$ cat config.mk
export PLATFORM = sky130hd
export DESIGN_NAME = cfg_port_ctrl
export DESIGN_NICKNAME = d
export VERILOG_FILES = /design/src/rtl/cfg_port_pkg.sv /design/src/rtl/cfg_key_fsm.sv /design/src/rtl/cfg_glb_bank.sv /design/src/rtl/cfg_dev_bank.sv /design/src/rtl/cfg_port_ctrl.sv
export SDC_FILE = /design/constraint.sdc
export NUM_CORES = 2
export LEC_CHECK = 0
export BUFFER_PORTS_ARGS = -buffer_cell sky130_fd_sc_hd__buf_2
export CAP_MARGIN = 20
export CORE_ASPECT_RATIO = 1.75
export CORE_MARGIN = 1.5
export CORE_UTILIZATION = 30
export CTS_CLUSTER_DIAMETER = 50
export CTS_CLUSTER_SIZE = 40
export DETAILED_ROUTE_END_ITERATION = 16
export HOLD_SLACK_MARGIN = 0.02
export REMOVE_ABC_BUFFERS = 1
export SYNTH_ARGS = -nofsm -noshare
export SYNTH_HDL_FRONTEND = slang
export SYNTH_SLANG_ARGS = --single-unit
$ cat constraint.sdc
create_clock -name clk -period 8.4 [get_ports clk]
set_input_delay 0.84 -clock clk [delete_from_list [all_inputs] [get_ports clk]]
set_output_delay 0.84 -clock clk [all_outputs]
set_load 0.02 [all_outputs]
$ cat src/rtl/cfg_port_pkg.sv
package cfg_port_pkg;

    typedef enum logic [1:0] {
        ST_LOCKED,
        ST_KEY_SEEN,
        ST_OPEN
    } key_state_e;

    localparam logic [7:0] KEY_ENTER   = 8'h55;
    localparam logic [7:0] KEY_EXIT    = 8'hAA;
    localparam int         GLB_SIZE    = 48;
    localparam logic [7:0] GLB_LIMIT   = 8'h30;
    localparam int         IDX_DEVSEL  = 7;
    localparam int         IDX_CHIP    = 32;
    localparam int         IDX_REV     = 33;
    localparam int         NSLOT       = 8;
    localparam int         SLOT_W      = $clog2(NSLOT);

    // Map a device register number to its storage slot; bit SLOT_W flags a hit.
    function automatic logic [SLOT_W:0] slot_of(input logic [7:0] idx);
        logic [SLOT_W:0] r;
        unique case (idx)
            8'h30:   r = {1'b1, 3'd0};
            8'h60:   r = {1'b1, 3'd1};
            8'h61:   r = {1'b1, 3'd2};
            8'h70:   r = {1'b1, 3'd3};
            8'h74:   r = {1'b1, 3'd4};
            8'hF0:   r = {1'b1, 3'd5};
            8'hF1:   r = {1'b1, 3'd6};
            8'hF2:   r = {1'b1, 3'd7};
            default: r = '0;
        endcase
        return r;
    endfunction

    function automatic logic [7:0] glb_default(input int i, input logic [7:0] chip);
        logic [7:0] v;
        case (i)
            3:       v = 8'h03;
            32:      v = chip;
            33:      v = 8'h01;
            36:      v = 8'h04;
            38:      v = 8'hF0;
            39:      v = 8'h03;
            default: v = 8'h00;
        endcase
        return v;
    endfunction

    // Reset value of slot s of device d.
    function automatic logic [7:0] dev_default(input int d, input int s);
        logic [7:0] v;
        v = 8'h00;
        case (d)
            0: case (s)
                0: v = 8'h01; 1: v = 8'h03; 2: v = 8'hF0; 3: v = 8'h06;
                4: v = 8'h02; 5: v = 8'h0E; 7: v = 8'hFF; default: v = 8'h00;
            endcase
            1: case (s)
                1: v = 8'h01; 2: v = 8'hF0; 3: v = 8'h0E; 5: v = 8'h0C;
                default: v = 8'h00;
            endcase
            2: case (s)
                1: v = 8'h01; 2: v = 8'h70; 3: v = 8'h0F; default: v = 8'h00;
            endcase
            3: case (s)
                0: v = 8'h01; 1: v = 8'h03; 2: v = 8'h78; 3: v = 8'h07;
                4: v = 8'h04; 5: v = 8'h3C; default: v = 8'h00;
            endcase
            4: case (s)
                0: v = 8'h01; 1: v = 8'h03; 2: v = 8'hF8; 3: v = 8'h04;
                5: v = 8'h03; default: v = 8'h00;
            endcase
            5: case (s)
                0: v = 8'h01; 1: v = 8'h02; 2: v = 8'hF8; 3: v = 8'h03;
                4: v = 8'h04; 6: v = 8'h02; 7: v = 8'h03; default: v = 8'h00;
            endcase
            7: case (s)
                0: v = 8'h01; 2: v = 8'h60; 3: v = 8'h01; default: v = 8'h00;
            endcase
            8: case (s)
                0: v = 8'h01; 2: v = 8'hEA; default: v = 8'h00;
            endcase
            default: v = 8'h00;
        endcase
        return v;
    endfunction

    // Write permission for a device-bank register.
    function automatic logic dev_write_ok(input logic [7:0] dev, input logic [7:0] idx,
                                          input logic [7:0] chip);
        logic ok;
        ok = 1'b1;
        if (dev == 8'd1 || dev == 8'd2)                  ok = 1'b0;
        if (dev > 8'd5 && dev != 8'd8 && dev != 8'd9)    ok = 1'b0;
        if (dev < 8'd4 && idx[7:4] == 4'h7)              ok = 1'b0;
        if (dev == 8'd9 && chip != 8'h03)                ok = 1'b0;
        return ok;
    endfunction

endpackage

$ cat src/rtl/cfg_key_fsm.sv
module cfg_key_fsm
    import cfg_port_pkg::*;
(
    input  logic       clk,
    input  logic       rst,
    input  logic       idx_wr,
    input  logic [7:0] wdata,
    output logic       cfg_open,
    output logic       idx_load
);

    key_state_e state_q, state_d;

    always_ff @(posedge clk) begin
        if (rst) begin
            state_q <= ST_LOCKED;
        end else begin
            state_q <= state_d;
        end
    end

    always_comb begin
        state_d = state_q;
        unique case (state_q)
            ST_LOCKED: begin
                if (idx_wr && wdata == KEY_ENTER) begin
                    state_d = ST_KEY_SEEN;
                end
            end
            ST_KEY_SEEN: begin
                if (idx_wr) begin
                    state_d = (wdata == KEY_ENTER) ? ST_OPEN : ST_LOCKED;
                end
            end
            ST_OPEN: begin
                if (idx_wr && wdata == KEY_EXIT) begin
                    state_d = ST_LOCKED;
                end
            end
            default: state_d = ST_LOCKED;
        endcase
    end

    always_comb begin
        cfg_open = 1'b0;
        idx_load = 1'b0;
        unique case (state_q)
            ST_LOCKED:   ;
            ST_KEY_SEEN: ;
            ST_OPEN: begin
                cfg_open = 1'b1;
                idx_load = idx_wr && (wdata != KEY_EXIT);
            end
            default: ;
        endcase
    end

endmodule

$ cat src/rtl/cfg_glb_bank.sv
module cfg_glb_bank
    import cfg_port_pkg::*;
#(
    parameter logic [7:0] VARIANT_ID = 8'h03
) (
    input  logic       clk,
    input  logic       rst,
    input  logic       we,
    input  logic [5:0] addr,
    input  logic [7:0] wdata,
    output logic [7:0] rdata,
    output logic [7:0] dev_sel,
    output logic [7:0] chip_id
);

    localparam int AW = $clog2(GLB_SIZE);

    logic [7:0] regs [GLB_SIZE];
    logic       ro_hit;

    assign ro_hit = (int'(addr) == IDX_CHIP) || (int'(addr) == IDX_REV);

    always_ff @(posedge clk) begin
        if (rst) begin
            for (int i = 0; i < GLB_SIZE; i++) begin
                regs[i] <= glb_default(i, VARIANT_ID);
            end
        end else if (we && !ro_hit && int'(addr) < GLB_SIZE) begin
            regs[addr[AW-1:0]] <= wdata;
        end
    end

    assign rdata   = (int'(addr) < GLB_SIZE) ? regs[addr[AW-1:0]] : 8'h00;
    assign dev_sel = regs[IDX_DEVSEL];
    assign chip_id = regs[IDX_CHIP];

endmodule

$ cat src/rtl/cfg_dev_bank.sv
module cfg_dev_bank
    import cfg_port_pkg::*;
#(
    parameter int NDEV = 10
) (
    input  logic              clk,
    input  logic              rst,
    input  logic              we,
    input  logic [7:0]        dev_sel,
    input  logic [7:0]        reg_idx,
    input  logic [7:0]        wdata,
    input  logic [7:0]        chip_id,
    output logic [7:0]        rdata,
    output logic [NDEV-1:0]   dev_active,
    output logic [NDEV*16-1:0] dev_base
);

    logic [SLOT_W:0]   slot_hit;
    logic [SLOT_W-1:0] slot;
    logic              hit;
    logic              allow;
    logic [7:0]        dev_rd [NDEV];

    assign slot_hit = slot_of(reg_idx);
    assign hit      = slot_hit[SLOT_W];
    assign slot     = slot_hit[SLOT_W-1:0];
    assign allow    = we && hit && dev_write_ok(dev_sel, reg_idx, chip_id);

    for (genvar g = 0; g < NDEV; g++) begin : g_dev
        logic [7:0] regs [NSLOT];

        always_ff @(posedge clk) begin
            if (rst) begin
                for (int s = 0; s < NSLOT; s++) begin
                    regs[s] <= dev_default(g, s);
                end
            end else if (allow && dev_sel == 8'(g)) begin
                regs[slot] <= wdata;
            end
        end

        assign dev_rd[g]              = hit ? regs[slot] : 8'h00;
        assign dev_active[g]          = regs[0][0];
        assign dev_base[g*16 +: 16]   = {regs[1], regs[2]};
    end

    always_comb begin
        rdata = 8'h00;
        for (int d = 0; d < NDEV; d++) begin
            if (dev_sel == 8'(d)) begin
                rdata = dev_rd[d];
            end
        end
    end

endmodule

$ cat src/rtl/cfg_port_ctrl.sv
module cfg_port_ctrl
    import cfg_port_pkg::*;
#(
    parameter int         NDEV       = 10,
    parameter logic [7:0] VARIANT_ID = 8'h03
) (
    input  logic               clk,
    input  logic               rst,
    input  logic               bus_addr,
    input  logic               bus_wr,
    input  logic [7:0]         bus_wdata,
    output logic [7:0]         bus_rdata,
    output logic               cfg_open,
    output logic [NDEV-1:0]    dev_active,
    output logic [NDEV*16-1:0] dev_base
);

    logic       idx_wr;
    logic       dat_wr;
    logic       idx_load;
    logic [7:0] idx_q;
    logic       glb_space;
    logic [7:0] glb_rd;
    logic [7:0] dev_rd;
    logic [7:0] dev_sel;
    logic [7:0] chip_id;

    assign idx_wr    = bus_wr && !bus_addr;
    assign dat_wr    = bus_wr && bus_addr && cfg_open;
    assign glb_space = idx_q < GLB_LIMIT;

    cfg_key_fsm u_fsm (
        .clk      (clk),
        .rst      (rst),
        .idx_wr   (idx_wr),
        .wdata    (bus_wdata),
        .cfg_open (cfg_open),
        .idx_load (idx_load)
    );

    always_ff @(posedge clk) begin
        if (rst) begin
            idx_q <= 8'h00;
        end else if (idx_load) begin
            idx_q <= bus_wdata;
        end
    end

    cfg_glb_bank #(.VARIANT_ID(VARIANT_ID)) u_glb (
        .clk     (clk),
        .rst     (rst),
        .we      (dat_wr && glb_space),
        .addr    (idx_q[5:0]),
        .wdata   (bus_wdata),
        .rdata   (glb_rd),
        .dev_sel (dev_sel),
        .chip_id (chip_id)
    );

    cfg_dev_bank #(.NDEV(NDEV)) u_dev (
        .clk        (clk),
        .rst        (rst),
        .we         (dat_wr && !glb_space),
        .dev_sel    (dev_sel),
        .reg_idx    (idx_q),
        .wdata      (bus_wdata),
        .chip_id    (chip_id),
        .rdata      (dev_rd),
        .dev_active (dev_active),
        .dev_base   (dev_base)
    );

    always_comb begin
        if (!cfg_open) begin
            bus_rdata = 8'hFF;
        end else if (!bus_addr) begin
            bus_rdata = idx_q;
        end else if (glb_space) begin
            bus_rdata = glb_rd;
        end else begin
            bus_rdata = dev_rd;
        end
    end

endmodule

==> results.yml <==
synthesis:
  ys.flop_type: "edfxtp_1"
  avgSynthCellArea_sq_um: 14.6
  synth_area_sq_um: 50100
  async_flop_share_pct: 0
  netlist_instances: 3433
  synth_seq_cells: 1168
  synth-seq-area-share_pct: 69.7
  yosys.area.top_type: "edfxtp_1"
  synth_top_area_share_pct: 69.0
  ys_top_cells_by_area: "edfxtp_1 (69%), mux4_2 (7.2%), nor3_1 (5.6%), clkbuf_1 (2.1%), o22ai_1 (2.0%)"
  yosys_warnings: 0
  synth-edff-count: 1152
  yosysMostFrequentCell: "edfxtp_1"
  yosys-top-cells-count: "edfxtp_1 (1152), nor3_1 (561), clkbuf_1 (280)"
  synth_cell_types: 88
drt:
  wl_met2_microns: 82100
  vias_per_cell: 5.26
  via_count: 31740
  drc: 0
  top_layer_used: "met5"
  drt-pass1-iter-count: 6
  drt_iter0_drc: 3779
  wl_met1_microns: 55300
  wl_met3_microns: 10900
  ant_nets: 0
  wl_microns: 158000
  wl_per_cell_microns: 26.2
place:
  place_congestion: 0.940
  dp_hpwl_microns: 107000
  numPortBuffers: 190
worst_setup_path:
  rr_worst_depth: 8
  critical_path_class: "register to output pin"
  r2r_slack_ns: 3.44
  crit_required_ns: 7.56
  r2r-end: "u_glb.regs[21][3]"
  cp_max_fo: 45
  end_kind: "output pin"
  worstReg2RegStart: "idx_q[7]"
  start_kind: "register"
  cp.arrival_ns: 5.77
min_path:
  holdCritStartpoint: "u_fsm.state_q[1]"
  min_path_type: "register to register"
  worstHoldEndpoint: "u_fsm.state_q[0]"
  hold_path_depth: 1
timing:
  min_period_ns: 6.61
  slew_headroom_pct: 22.4
  fmax_ghz: 0.151
  final-hold-violation-count: 0
  fin_tns_setup_ns: 0
  drv_slew: 0
  setup_viol: 0
  timing.final.crit_share_pct: 78.7
  tightest_slew_ns: 1.15
  skew_ns: 0.0715
  rsz0062_at_grt: "false"
clocking:
  post_cts_resized: 0
  path_clk_slew_ns: 0.14
  clkLatencyLatePin_ns: 0.72
  htree_levels: 2
  cts_tree: "built"
  clock-root-buffer: "clkbuf_16"
  numClockSinks: 1168
  cts_buffers: 49
  post-cts-setup-buffers: 0
  cts.path.max_buffers: 3
  postCtsHoldBufs: 0
finish:
  multi_input_area_sq_um: 15000
  syn_to_final_growth_pct: 12.8
  layout-drive-gt1-share_pct: 16.3
  final_util_pct: 34.0
  ff_latch_area_sq_um: 34900
  nFillCells: 16161
  nets: 3806
global_route:
  antenna_found_initial: 6
  first_global_vias: 31460
  groute.usage.overall_pct: 18.2
  grt_start_max_net_pins: 122
  grt_pass1_wl_microns: 226000
  overflow: 0
die:
  die_y_microns: 544
  die_width_microns: 312
  start_util_pct: 30.2
  core-area_sq_um: 166000
  io_pins: 191
  num_rows: 198
  die-area_sq_um: 170000
power_and_ir_drop:
  p_per_area_nw_per_um2: 190
  peakVddDrop_uv: 153
  leakagePower_nw: 18.5
run:
  cap_violations: 0
outcome:
  status: "completed"
==> worst max path at each step <==
stage,start,end,slack [ns],depth (start not counted)
after detailed placement,idx_q[0],bus_rdata[3],2.61,10
final,idx_q[0],bus_rdata[1],1.79,10
after CTS,idx_q[0],bus_rdata[3],1.82,10
after floorplan,register,bus_rdata[3],0.31,7
after global routing,idx_q[0],bus_rdata[3],1.74,10
after global placement,idx_q[0],bus_rdata[3],2.55,10
==> sequential cells by signal, summed over array words and instances (netlist names), named ones only <==
register and count:
u_dev.g_dev.regs 640, u_glb.regs 512, idx_q 8, u_fsm.state_q 2
==> per-layer routing <==
layer / vias to the layer above / track usage [%]
met4: 4 / 10.1
met1: 16206 / 20.2
met2: 1453 / 33.1
met5: - / 0
met3: 330 / 2.81
li1: 13747 / -
==> area by class of cell <==
type | count | area share [%]
Tap cell | 2200 | 4.87
Sequential cell | 1168 | 61.8
Multi-Input combinational cell | 2253 | 26.5
Antenna cell | 4 | 0.0177
Clock inverter | 41 | 1.20
Timing Repair Buffer | 292 | 3.15
Clock buffer | 51 | 2.26
Inverter | 30 | 0.215
==> power by group <==
part	internal [mW]	switching [mW]	total [mW]
Combinational	0.121	0.376	0.497
Clock	1.32	2.15	3.46
Sequential	6.68	0.115	6.80
==> stage by stage <==
stage / worst slack (ns) / cell area (sq um) / total power, mW / cells / hold WS, ns
6_report: 1.79 / 56500 / 10.8 / 6039 / 0.474
4_1_cts: 1.82 / 56500 / 10.8 / 6033 / 0.457
3_5_place_dp: 2.61 / 54500 / 7.42 / 5941 / 0.454
2_1_floorplan: 0.314 / 49900 / 7.12 / 3451 / 0.421
5_1_grt: 1.74 / 56500 / 11.0 / 6036 / 0.483
3_3_place_gp: 2.55 / 54500 / 7.41 / 5936 / 0.440
==> worst max-delay path, stage by stage, from the launching register on <==
cell and delay [ns]:
dfxtp_1 1.01, or4b_1 0.54, nand2b_4 0.55, buf_4 0.58, o22ai_1 0.19, nor3_1 0.28, o21ai_0 0.13, o22ai_1 0.47
nor4_1 0.16, o221ai_1 0.75, buf_2 0.30
==> layout by cell type (no fill, tap or decap), types with 56 or more instances in the layout <==
cell type and count:
nor3_1 561, buf_4 95, edfxtp_1 1152, o22ai_1 159, conb_1 432, buf_2 189
o21bai_1 56, nand2_1 77, nor2_1 168, and3_1 79, mux4_2 160, o21ai_0 88
==> cells by family after synthesis <==
logic type,Yosys count,share of synthesized area [%]
flops,1168,69.7
simple gates,1102,11.3
compound gates,519,7.11
buf+inv,442,3.89
mux,197,7.95
xor+xnor,3,0.0524
other cells,2,0.0150
Note: power is estimated with default switching activity, not from simulation.
